--- config.mk ---
export PLATFORM = sky130hd
export DESIGN_NAME = turbo_encoder
export DESIGN_NICKNAME = d
export VERILOG_FILES = /design/src/rtl/turbo_enc_pkg.sv /design/src/rtl/rsc_component.sv /design/src/rtl/turbo_encoder.sv
export SDC_FILE = /design/constraint.sdc
export NUM_CORES = 1
export LEC_CHECK = 0
export BUFFER_PORTS_ARGS = -buffer_cell sky130_fd_sc_hd__buf_2
export CORE_MARGIN = 3
export CORE_UTILIZATION = 61
export CTS_CLUSTER_SIZE = 12
export DETAILED_ROUTE_END_ITERATION = 10
export GPL_TIMING_DRIVEN = 0
export MAX_ROUTING_LAYER = met4
export PLACE_DENSITY = 0.89
export SETUP_SLACK_MARGIN = 0.05
export SYNTH_ARGS = -nofsm -noshare
export SYNTH_HDL_FRONTEND = slang
export SYNTH_SLANG_ARGS = --single-unit
--- constraint.sdc ---
create_clock -name clk -period 3.7 [get_ports clk]
set_input_delay 0.555 -clock clk [delete_from_list [all_inputs] [get_ports clk]]
set_output_delay 0.555 -clock clk [all_outputs]
set_load 0.01 [all_outputs]
--- src/rtl/turbo_enc_pkg.sv ---
package turbo_enc_pkg;
    localparam int MEM = 4;
    typedef logic [MEM:0] poly_t;
    typedef enum logic [1:0] {ST_IDLE, ST_DATA, ST_TAIL} enc_state_t;
    localparam poly_t FB_PAIR0 = 5'o17;
    localparam poly_t FF_PAIR0 = 5'o11;
    localparam poly_t FB_PAIR1 = 5'o31;
    localparam poly_t FF_PAIR1 = 5'o33;
endpackage

--- src/rtl/rsc_component.sv ---
module rsc_component
    import turbo_enc_pkg::*;
(
    input  logic           clk,
    input  logic           rst_n,
    input  logic           step,
    input  logic           clear,
    input  logic           force_term,
    input  logic           bit_in,
    input  poly_t          fb_poly,
    input  poly_t          ff_poly,
    output logic           sys_out,
    output logic           par_out,
    output logic [MEM-1:0] state_out
);
    logic [MEM-1:0] sr;
    logic [MEM-1:0] base;
    logic [MEM-1:0] nxt;
    logic           fb;
    logic           u;
    logic           a;

    always_comb begin
        base    = clear ? '0 : sr;
        fb      = ^(fb_poly[MEM:1] & base);
        u       = force_term ? fb : bit_in;
        a       = u ^ fb;
        par_out = (ff_poly[0] & a) ^ (^(ff_poly[MEM:1] & base));
        nxt     = {base[MEM-2:0], a};
        sys_out = u;
    end

    always_ff @(posedge clk) begin
        if (!rst_n)    sr <= '0;
        else if (step) sr <= nxt;
    end

    assign state_out = sr;

    // a forced tail step feeds a zero into the first cell
    assert_tail_feeds_zero_R7: assert property (@(posedge clk) disable iff (!rst_n)
        (step && force_term) |=> (sr[0] == 1'b0));
endmodule

--- src/rtl/turbo_encoder.sv ---
module turbo_encoder
    import turbo_enc_pkg::*;
#(
    parameter int BLOCK_LEN = 4096
) (
    input  logic clk,
    input  logic rst_n,
    input  logic in_valid,
    input  logic in_start,
    input  logic in_restart2,
    input  logic in_gen_sel,
    input  logic in_bit,
    input  logic in_ilv_bit,
    output logic in_ready,
    output logic out_valid,
    output logic out_last,
    output logic out_sys,
    output logic out_par1,
    output logic out_par2
);
    localparam int TAIL_LEN = MEM;
    localparam int INFO_LEN = BLOCK_LEN - TAIL_LEN;
    localparam int CW       = $clog2(BLOCK_LEN);
    localparam logic [CW-1:0] LAST_INFO = CW'(INFO_LEN - 1);
    localparam logic [CW-1:0] LAST_TAIL = CW'(BLOCK_LEN - 1);

    enc_state_t fsm, fsm_nxt;
    logic [CW-1:0] cnt;
    logic          sel_q;
    logic          sel_now;
    logic          accept;
    logic          tail_step;
    logic          opening;
    poly_t         fb_poly, ff_poly;
    logic          sys1, par1, sys2, par2;
    logic [MEM-1:0] st1, st2;

    always_comb begin
        opening   = (fsm == ST_IDLE) && in_valid && in_start;
        accept    = opening || ((fsm == ST_DATA) && in_valid);
        tail_step = (fsm == ST_TAIL);
        in_ready  = (fsm != ST_TAIL);
        sel_now   = (fsm == ST_IDLE) ? in_gen_sel : sel_q;
        fb_poly   = sel_now ? FB_PAIR1 : FB_PAIR0;
        ff_poly   = sel_now ? FF_PAIR1 : FF_PAIR0;
    end

    always_comb begin
        fsm_nxt = fsm;
        unique case (fsm)
            ST_IDLE: if (opening) fsm_nxt = ST_DATA;
            ST_DATA: if (accept && cnt == LAST_INFO) fsm_nxt = ST_TAIL;
            ST_TAIL: if (cnt == LAST_TAIL) fsm_nxt = ST_IDLE;
            default: fsm_nxt = ST_IDLE;
        endcase
    end

    always_ff @(posedge clk) begin
        if (!rst_n) begin
            fsm   <= ST_IDLE;
            cnt   <= '0;
            sel_q <= 1'b0;
        end else begin
            fsm <= fsm_nxt;
            if (opening) begin
                cnt   <= CW'(1);
                sel_q <= in_gen_sel;
            end else if (fsm_nxt == ST_IDLE) begin
                cnt <= '0;
            end else if (accept || tail_step) begin
                cnt <= cnt + CW'(1);
            end
        end
    end

    rsc_component u_enc_nat (
        .clk(clk), .rst_n(rst_n),
        .step(accept || tail_step), .clear(opening), .force_term(tail_step),
        .bit_in(in_bit), .fb_poly(fb_poly), .ff_poly(ff_poly),
        .sys_out(sys1), .par_out(par1), .state_out(st1)
    );

    rsc_component u_enc_ilv (
        .clk(clk), .rst_n(rst_n),
        .step(accept), .clear(opening && in_restart2), .force_term(1'b0),
        .bit_in(in_ilv_bit), .fb_poly(fb_poly), .ff_poly(ff_poly),
        .sys_out(sys2), .par_out(par2), .state_out(st2)
    );

    always_ff @(posedge clk) begin
        if (!rst_n) begin
            out_valid <= 1'b0;
            out_last  <= 1'b0;
            out_sys   <= 1'b0;
            out_par1  <= 1'b0;
            out_par2  <= 1'b0;
        end else begin
            out_valid <= accept || tail_step;
            out_last  <= tail_step && (cnt == LAST_TAIL);
            out_sys   <= (accept || tail_step) && sys1;
            out_par1  <= (accept || tail_step) && par1;
            out_par2  <= accept && par2 && (sys2 == in_ilv_bit);
        end
    end

    assert_last_zero_state_R7: assert property (@(posedge clk) disable iff (!rst_n)
        out_last |-> (st1 == '0));
    assert_last_is_valid_R6: assert property (@(posedge clk) disable iff (!rst_n)
        out_last |-> out_valid);
    assert_tail_emits_R6: assert property (@(posedge clk) disable iff (!rst_n)
        (fsm == ST_TAIL) |=> out_valid);
    assert_sel_held_R5: assert property (@(posedge clk) disable iff (!rst_n)
        ((fsm != ST_IDLE) && ($past(fsm) != ST_IDLE)) |-> $stable(sel_q));
    assert_idle_ignore_R8: assert property (@(posedge clk) disable iff (!rst_n)
        ((fsm == ST_IDLE) && in_valid && !in_start) |=> !out_valid);
    assert_bubble_hold_R9: assert property (@(posedge clk) disable iff (!rst_n)
        !accept |=> $stable(st2));
endmodule

Word-level counts from Yosys, hierarchy flattened:

Cells that the tools add are included.

* reductions and logical operators: 19
* shifts and indexed selects: 0
* order comparisons: 0
* equality and inequality tests: 5
* add/subtract/negate cells: 1
* multiplexer cells: 13
* div/mod/pow operators: 0
* multipliers: 0
* bitwise operators: 11

Operator list (count)
* $eq 12x12->1 const B: 2
* $and 4x4->4: 4
* $reduce_xor 4->1: 4
* $add 12x1->12 const B: 1
* $mux 5: 2
* $logic_and 1x1->1: 9
* $mux 4: 2
* $mux 2: 3
* $pmux 2 s3: 1
* $mux 1: 5
* $logic_not 2->1: 2
* $xor 1x1->1: 4
* $reduce_bool 3->1: 1
* $reduce_or 3->1: 1
* $and 1x1->1: 2
* $eq 2x1->1 const B: 1
* $eq 2x2->1 const B: 1
* $logic_or 1x1->1: 2
* $ne 2x2->1 const B: 1
* $not 1->1: 1

* bits in registers: 28
* input bits: 8
* memories: 0
* RAM bits: 0
* word-level logic and storage cells: 60
* latch bits: 0
* memory bits (read-only): 0
* output and inout bits: 6

Depth between registers and ports, before layout:

* word-level depth: 11
* depth in mapped cells: 8
* mapped depth without buffers: 7

Cells and area by module:

From an unflattened synthesis, not the netlist that was laid out.

* cells, all modules: 195
* area, all modules: 1541.5 sq um

By module, submodules not included
* turbo_encoder: area an instance 928.4 sq um, seq. area each 400.4 sq um, cells each 109, times used 1
* rsc_component: area an instance 306.5 sq um, seq. area each 80.1 sq um, cells each 43, times used 2

Least setup slack after synthesis:

OpenSTA, ideal clock, no wires.

* path kind: input port to flip-flop
* start: input in_gen_sel
* end: register u_enc_nat.sr[0], in the netlist u_enc_nat.state_out[0]
* data required time: 3560 ps
* cell stages on the path: 6
* data arrival time: 1801 ps
* slack: 1759 ps
* cells stage by stage: or3b_4 -> and3_4 -> or3_1 -> a21oi_1 -> xnor2_1 -> a211oi_2

* longest elaborated chain between the ends: 6

Ends and longest elaborated chain
* start: declaration: RTL line turbo_encoder.sv:11 `input logic in_gen_sel,`
* $mux 1 *: RTL line turbo_encoder.sv:43 `sel_now = (fsm == ST_IDLE) ? in_gen_sel : sel_q;`
* $mux 5 *: RTL line turbo_encoder.sv:44 `fb_poly = sel_now ? FB_PAIR1 : FB_PAIR0;`
* $and 4x4->4 *: RTL line rsc_component.sv:25 `fb = ^(fb_poly[MEM:1] & base);`
* $reduce_xor 4->1 *: RTL line rsc_component.sv:25
* $mux 1: RTL line rsc_component.sv:26 `u = force_term ? fb : bit_in;`
* $xor 1x1->1 *: RTL line rsc_component.sv:27 `a = u ^ fb;`
* end signal: assignment: RTL line rsc_component.sv:35 `else if (step) sr <= nxt;`
* end: declaration: RTL line rsc_component.sv:16 `logic [MEM-1:0] sr;`

Mark *: on every way between the ends. The rest lies on a longest branch, timed or not.
A chain may end at the register's enable or synchronous reset.

Worst setup path in the final report:

* start: register fsm[1]
* end: register cnt[7]

* longest elaborated chain between the ends: 9
* elaborated cells on any way between the ends: 15
* classes of those cells: eq/ne (2); mux (4); reduce/logical (9)

Ends and longest elaborated chain
* start: declaration: RTL line turbo_encoder.sv:27 `enc_state_t fsm, fsm_nxt;`
* start signal: assignment: RTL line turbo_encoder.sv:64 `fsm <= fsm_nxt;`
* $logic_not 2->1: RTL line turbo_encoder.sv:39, turbo_encoder.sv:50
* $logic_and 1x1->1 (2 in a row): RTL line turbo_encoder.sv:39 `opening = (fsm == ST_IDLE) && in_valid && in_start;`
* $logic_or 1x1->1: RTL line turbo_encoder.sv:40 `accept = opening || ((fsm == ST_DATA) && in_valid);`
* $logic_and 1x1->1: RTL line turbo_encoder.sv:52 `ST_DATA: if (accept && cnt == LAST_INFO) fsm_nxt = ST_TAIL;`
* $mux 2: RTL line turbo_encoder.sv:52
* $pmux 2 s3: RTL line turbo_encoder.sv:50 `unique case (fsm)`
* $logic_not 2->1: RTL line turbo_encoder.sv:68 `end else if (fsm_nxt == ST_IDLE) begin`
* $reduce_or 3->1 (no line)
* end signal: assignment: RTL line turbo_encoder.sv:71 `cnt <= cnt + CW'(1);`
* end: declaration: RTL line turbo_encoder.sv:28 `logic [CW-1:0] cnt;`

Several ways; a longest one is shown, not always the timed one.

==> run metrics <==
status=finished, final reports clean; DR iter-0 viols=38; Max-Cap Viols=0; Main synth FF type=dfxtp_1; first-pass GRT wire length=5.112 mm; Post-Route M1 WL=1.299 mm; Worst-Skew Late Latency=0.34 ns; Synth Instances=165; CTS tree=yes; DRT Wirelength=2.977 mm; critical path type=flip-flop to flip-flop; HP Start=in_gen_sel; CP startpoint=fsm[1]$_SDFF_PN0_; fin crit period=2.202 ns; Final TNS setup=0 ns; Worst Setup End Kind=flip-flop; Reg-to-Reg Start=fsm[1]$_SDFF_PN0_; layout cell share with drive strength beyond 1=0.1538; cell area power density=379.3 nW/µm²; total CTS buffers=3; maximum vdd drop=0.2783 mV; Post-CTS Setup Bufs=0; DR top layer=met4; footprint of the multi-input gates=805.8 µm²; Seq. cell area=560.5 µm²; CTS clk-pin slew, worst paths=0.15 ns; Placer Congestion=0.8508; Leak=0.5555 nW; # rows=16; antenna viol nets, final=0; htree depth=1; commonest non-fill, non-tap cell in the layout=dfxtp_1; FMAX=454.1 MHz; DRT Pass-1 Iters=4; EDFF count, synth=0; CTS Buffer Depth=2; final total power=587.0 µW; post-synthesis register bit count=28; DR vias=1,241; Net count, final=192; Slew HR=0.6144; Die Ht=53.85 µm; area grow syn2layout=10.84%; Final setup viols=0; Seq/Total Area, Yosys=0.4014; Final Hold Viols=0; max-slew violation count=0; CTS resizes=0; Port Buffers=13; Die X=53.85 µm; fraction of registers with async set/reset=0; filler cell count in the final layout=145; Starting Density=0.6772; Detailed Place HPWL=2.212 mm; ANT cells=0; Wirelength per Cell=14.24 µm; detailed-route DRC error count=0; vias in the first global route=1,169; pre-CTS WS=1.544 ns; Ys Warns=0; CTS root buffer=clkbuf_4; Hold Path Class=primary input to flip-flop; Worst Path Arrival=2.43 ns; core area=2062 µm²; Die Area=2899 µm²; worst setup margin=1.498 ns; Startpoint Class=flip-flop; worst slew pin tran=0.5762 ns; Via density=5.938; critical path required time=3.92 ns; Met3 Routed Length=172 µm; Post-CTS Hold Buffers=0; GR Overflow Total=0; Setup Skew=0.008582 ns; antenna violations before repair=0; share of the synthesized area in the top cell type=0.4014; pin count of the biggest net entering global routing=17; Avg Inst Size Synth=8.463 µm²; fin area=1548 µm²; GRT Resource Usage Total=0.2560; Synth cell types=42; met2 routed WL=1.442 mm; post-synth top area cell=dfxtp_1; most frequent cells in the layout=dfxtp_1 (28), nand2_1 (21), nor2_1 (17), buf_2 (16), nand3_1 (13); worst-path fanout max=10; post-synth net total=174; top cells by area, synth=dfxtp_1 (40%), xor2_1 (6.9%), nand2_1 (5.6%), xnor2_1 (5.0%), nand3_1 (4.7%); WHS=0.4632 ns; area post-placement=1495 µm²; Synth Cell Area=1396 µm²; IO Pins=14; crit share post-route=0.5951; CTS sink cnt=28; RSZ-0062 raised after global routing=false
==> registers in the layout (all words and copies together) (netlist names) <==
register,count
cnt,12
u_enc_ilv.state_out,4
u_enc_nat.state_out,4
fsm,2
out_last,1
out_par1,1
out_par2,1
out_sys,1
out_valid,1
sel_q,1
==> power breakdown <==
| part | internal [mW] | total [mW] | switching [mW] |
|---|---|---|---|
| Combinational | 0.0308 | 0.0715 | 0.0407 |
| Clock | 0.110 | 0.200 | 0.0900 |
| Sequential | 0.309 | 0.316 | 0.00690 |
| Total | 0.449 | 0.587 | 0.138 |
==> Yosys cell counts, types with 2 or more instances <==
| library cell | number |
|---|---|
| clkbuf_1 | 2 |
| dfxtp_1 | 28 |
| and4_1 | 2 |
| nand3b_1 | 2 |
| or3_1 | 2 |
| nand3_1 | 13 |
| nor3_1 | 4 |
| nand2b_1 | 2 |
| o21ai_0 | 6 |
| a21boi_0 | 7 |
| nand4_1 | 4 |
| buf_2 | 3 |
| xor2_1 | 11 |
| a21oi_1 | 5 |
| and2_1 | 3 |
| nor2_1 | 17 |
| xnor2_1 | 8 |
| nand2_1 | 21 |
| o21ai_1 | 2 |
==> routing by layer <==
layer / track usage / up-vias
li1: - / 615
met4: 0.1234 / 0
met5: - / -
met1: 0.3014 / 577
met3: 0.05540 / 7
met2: 0.4113 / 42
==> kinds of logic after synthesis <==
logic type / after synthesis / synth area share
multiplexers: 2 / 0.01523
AND/OR/NAND/NOR: 79 / 0.2921
XOR/XNOR: 19 / 0.1192
adder cells (fa/ha/maj): 1 / 0.008959
flip-flops: 28 / 0.4014
buffers and inverters: 7 / 0.02150
AO/OA/AOI/OAI: 29 / 0.1416
==> worst paths after layout <==
| path | endpoint | slack (ns) | depth (start not counted) |
|---|---|---|---|
| setup / recovery | cnt[7]$_SDFFE_PP0P_ | 1.50 | 8 |
| hold reg to reg | u_enc_ilv.state_out[3]$_SDFFE_PN0P_ | 0.47 | 2 |
| hold / removal | sel_q$_SDFFE_PN0P_ | 0.46 | 3 |
| setup reg to reg | cnt[7]$_SDFFE_PP0P_ | 1.50 | 8 |
==> per-stage QoR <==
stage	std cells	utilization
6_report	209	0.7506
5_1_grt	209	0.7506
4_1_cts	209	0.7506
3_5_place_dp	205	0.7251
3_3_place_gp	205	0.7251
2_1_floorplan	165	-
==> layout make-up <==
type	count	area share
plain buffers	5	0.01455
clock buffers	3	0.01455
clock inverters	1	0.01940
inverters	2	0.004850
multi-input cells	130	0.5206
flip-flops and latches	28	0.3622
well taps	27	0.02183
repair buffers	13	0.04204
==> worst max-delay path, stage by stage, from the launching register on <==
cell	delay [ns]
dfxtp_1	0.49
nor2b_1	0.46
inv_2	0.15
o21ai_2	0.21
and4_1	0.26
buf_2	0.17
nand3_1	0.11
xor2_1	0.19
nor2_1	0.05
No activity file was read; power rests on OpenSTA's default activity.
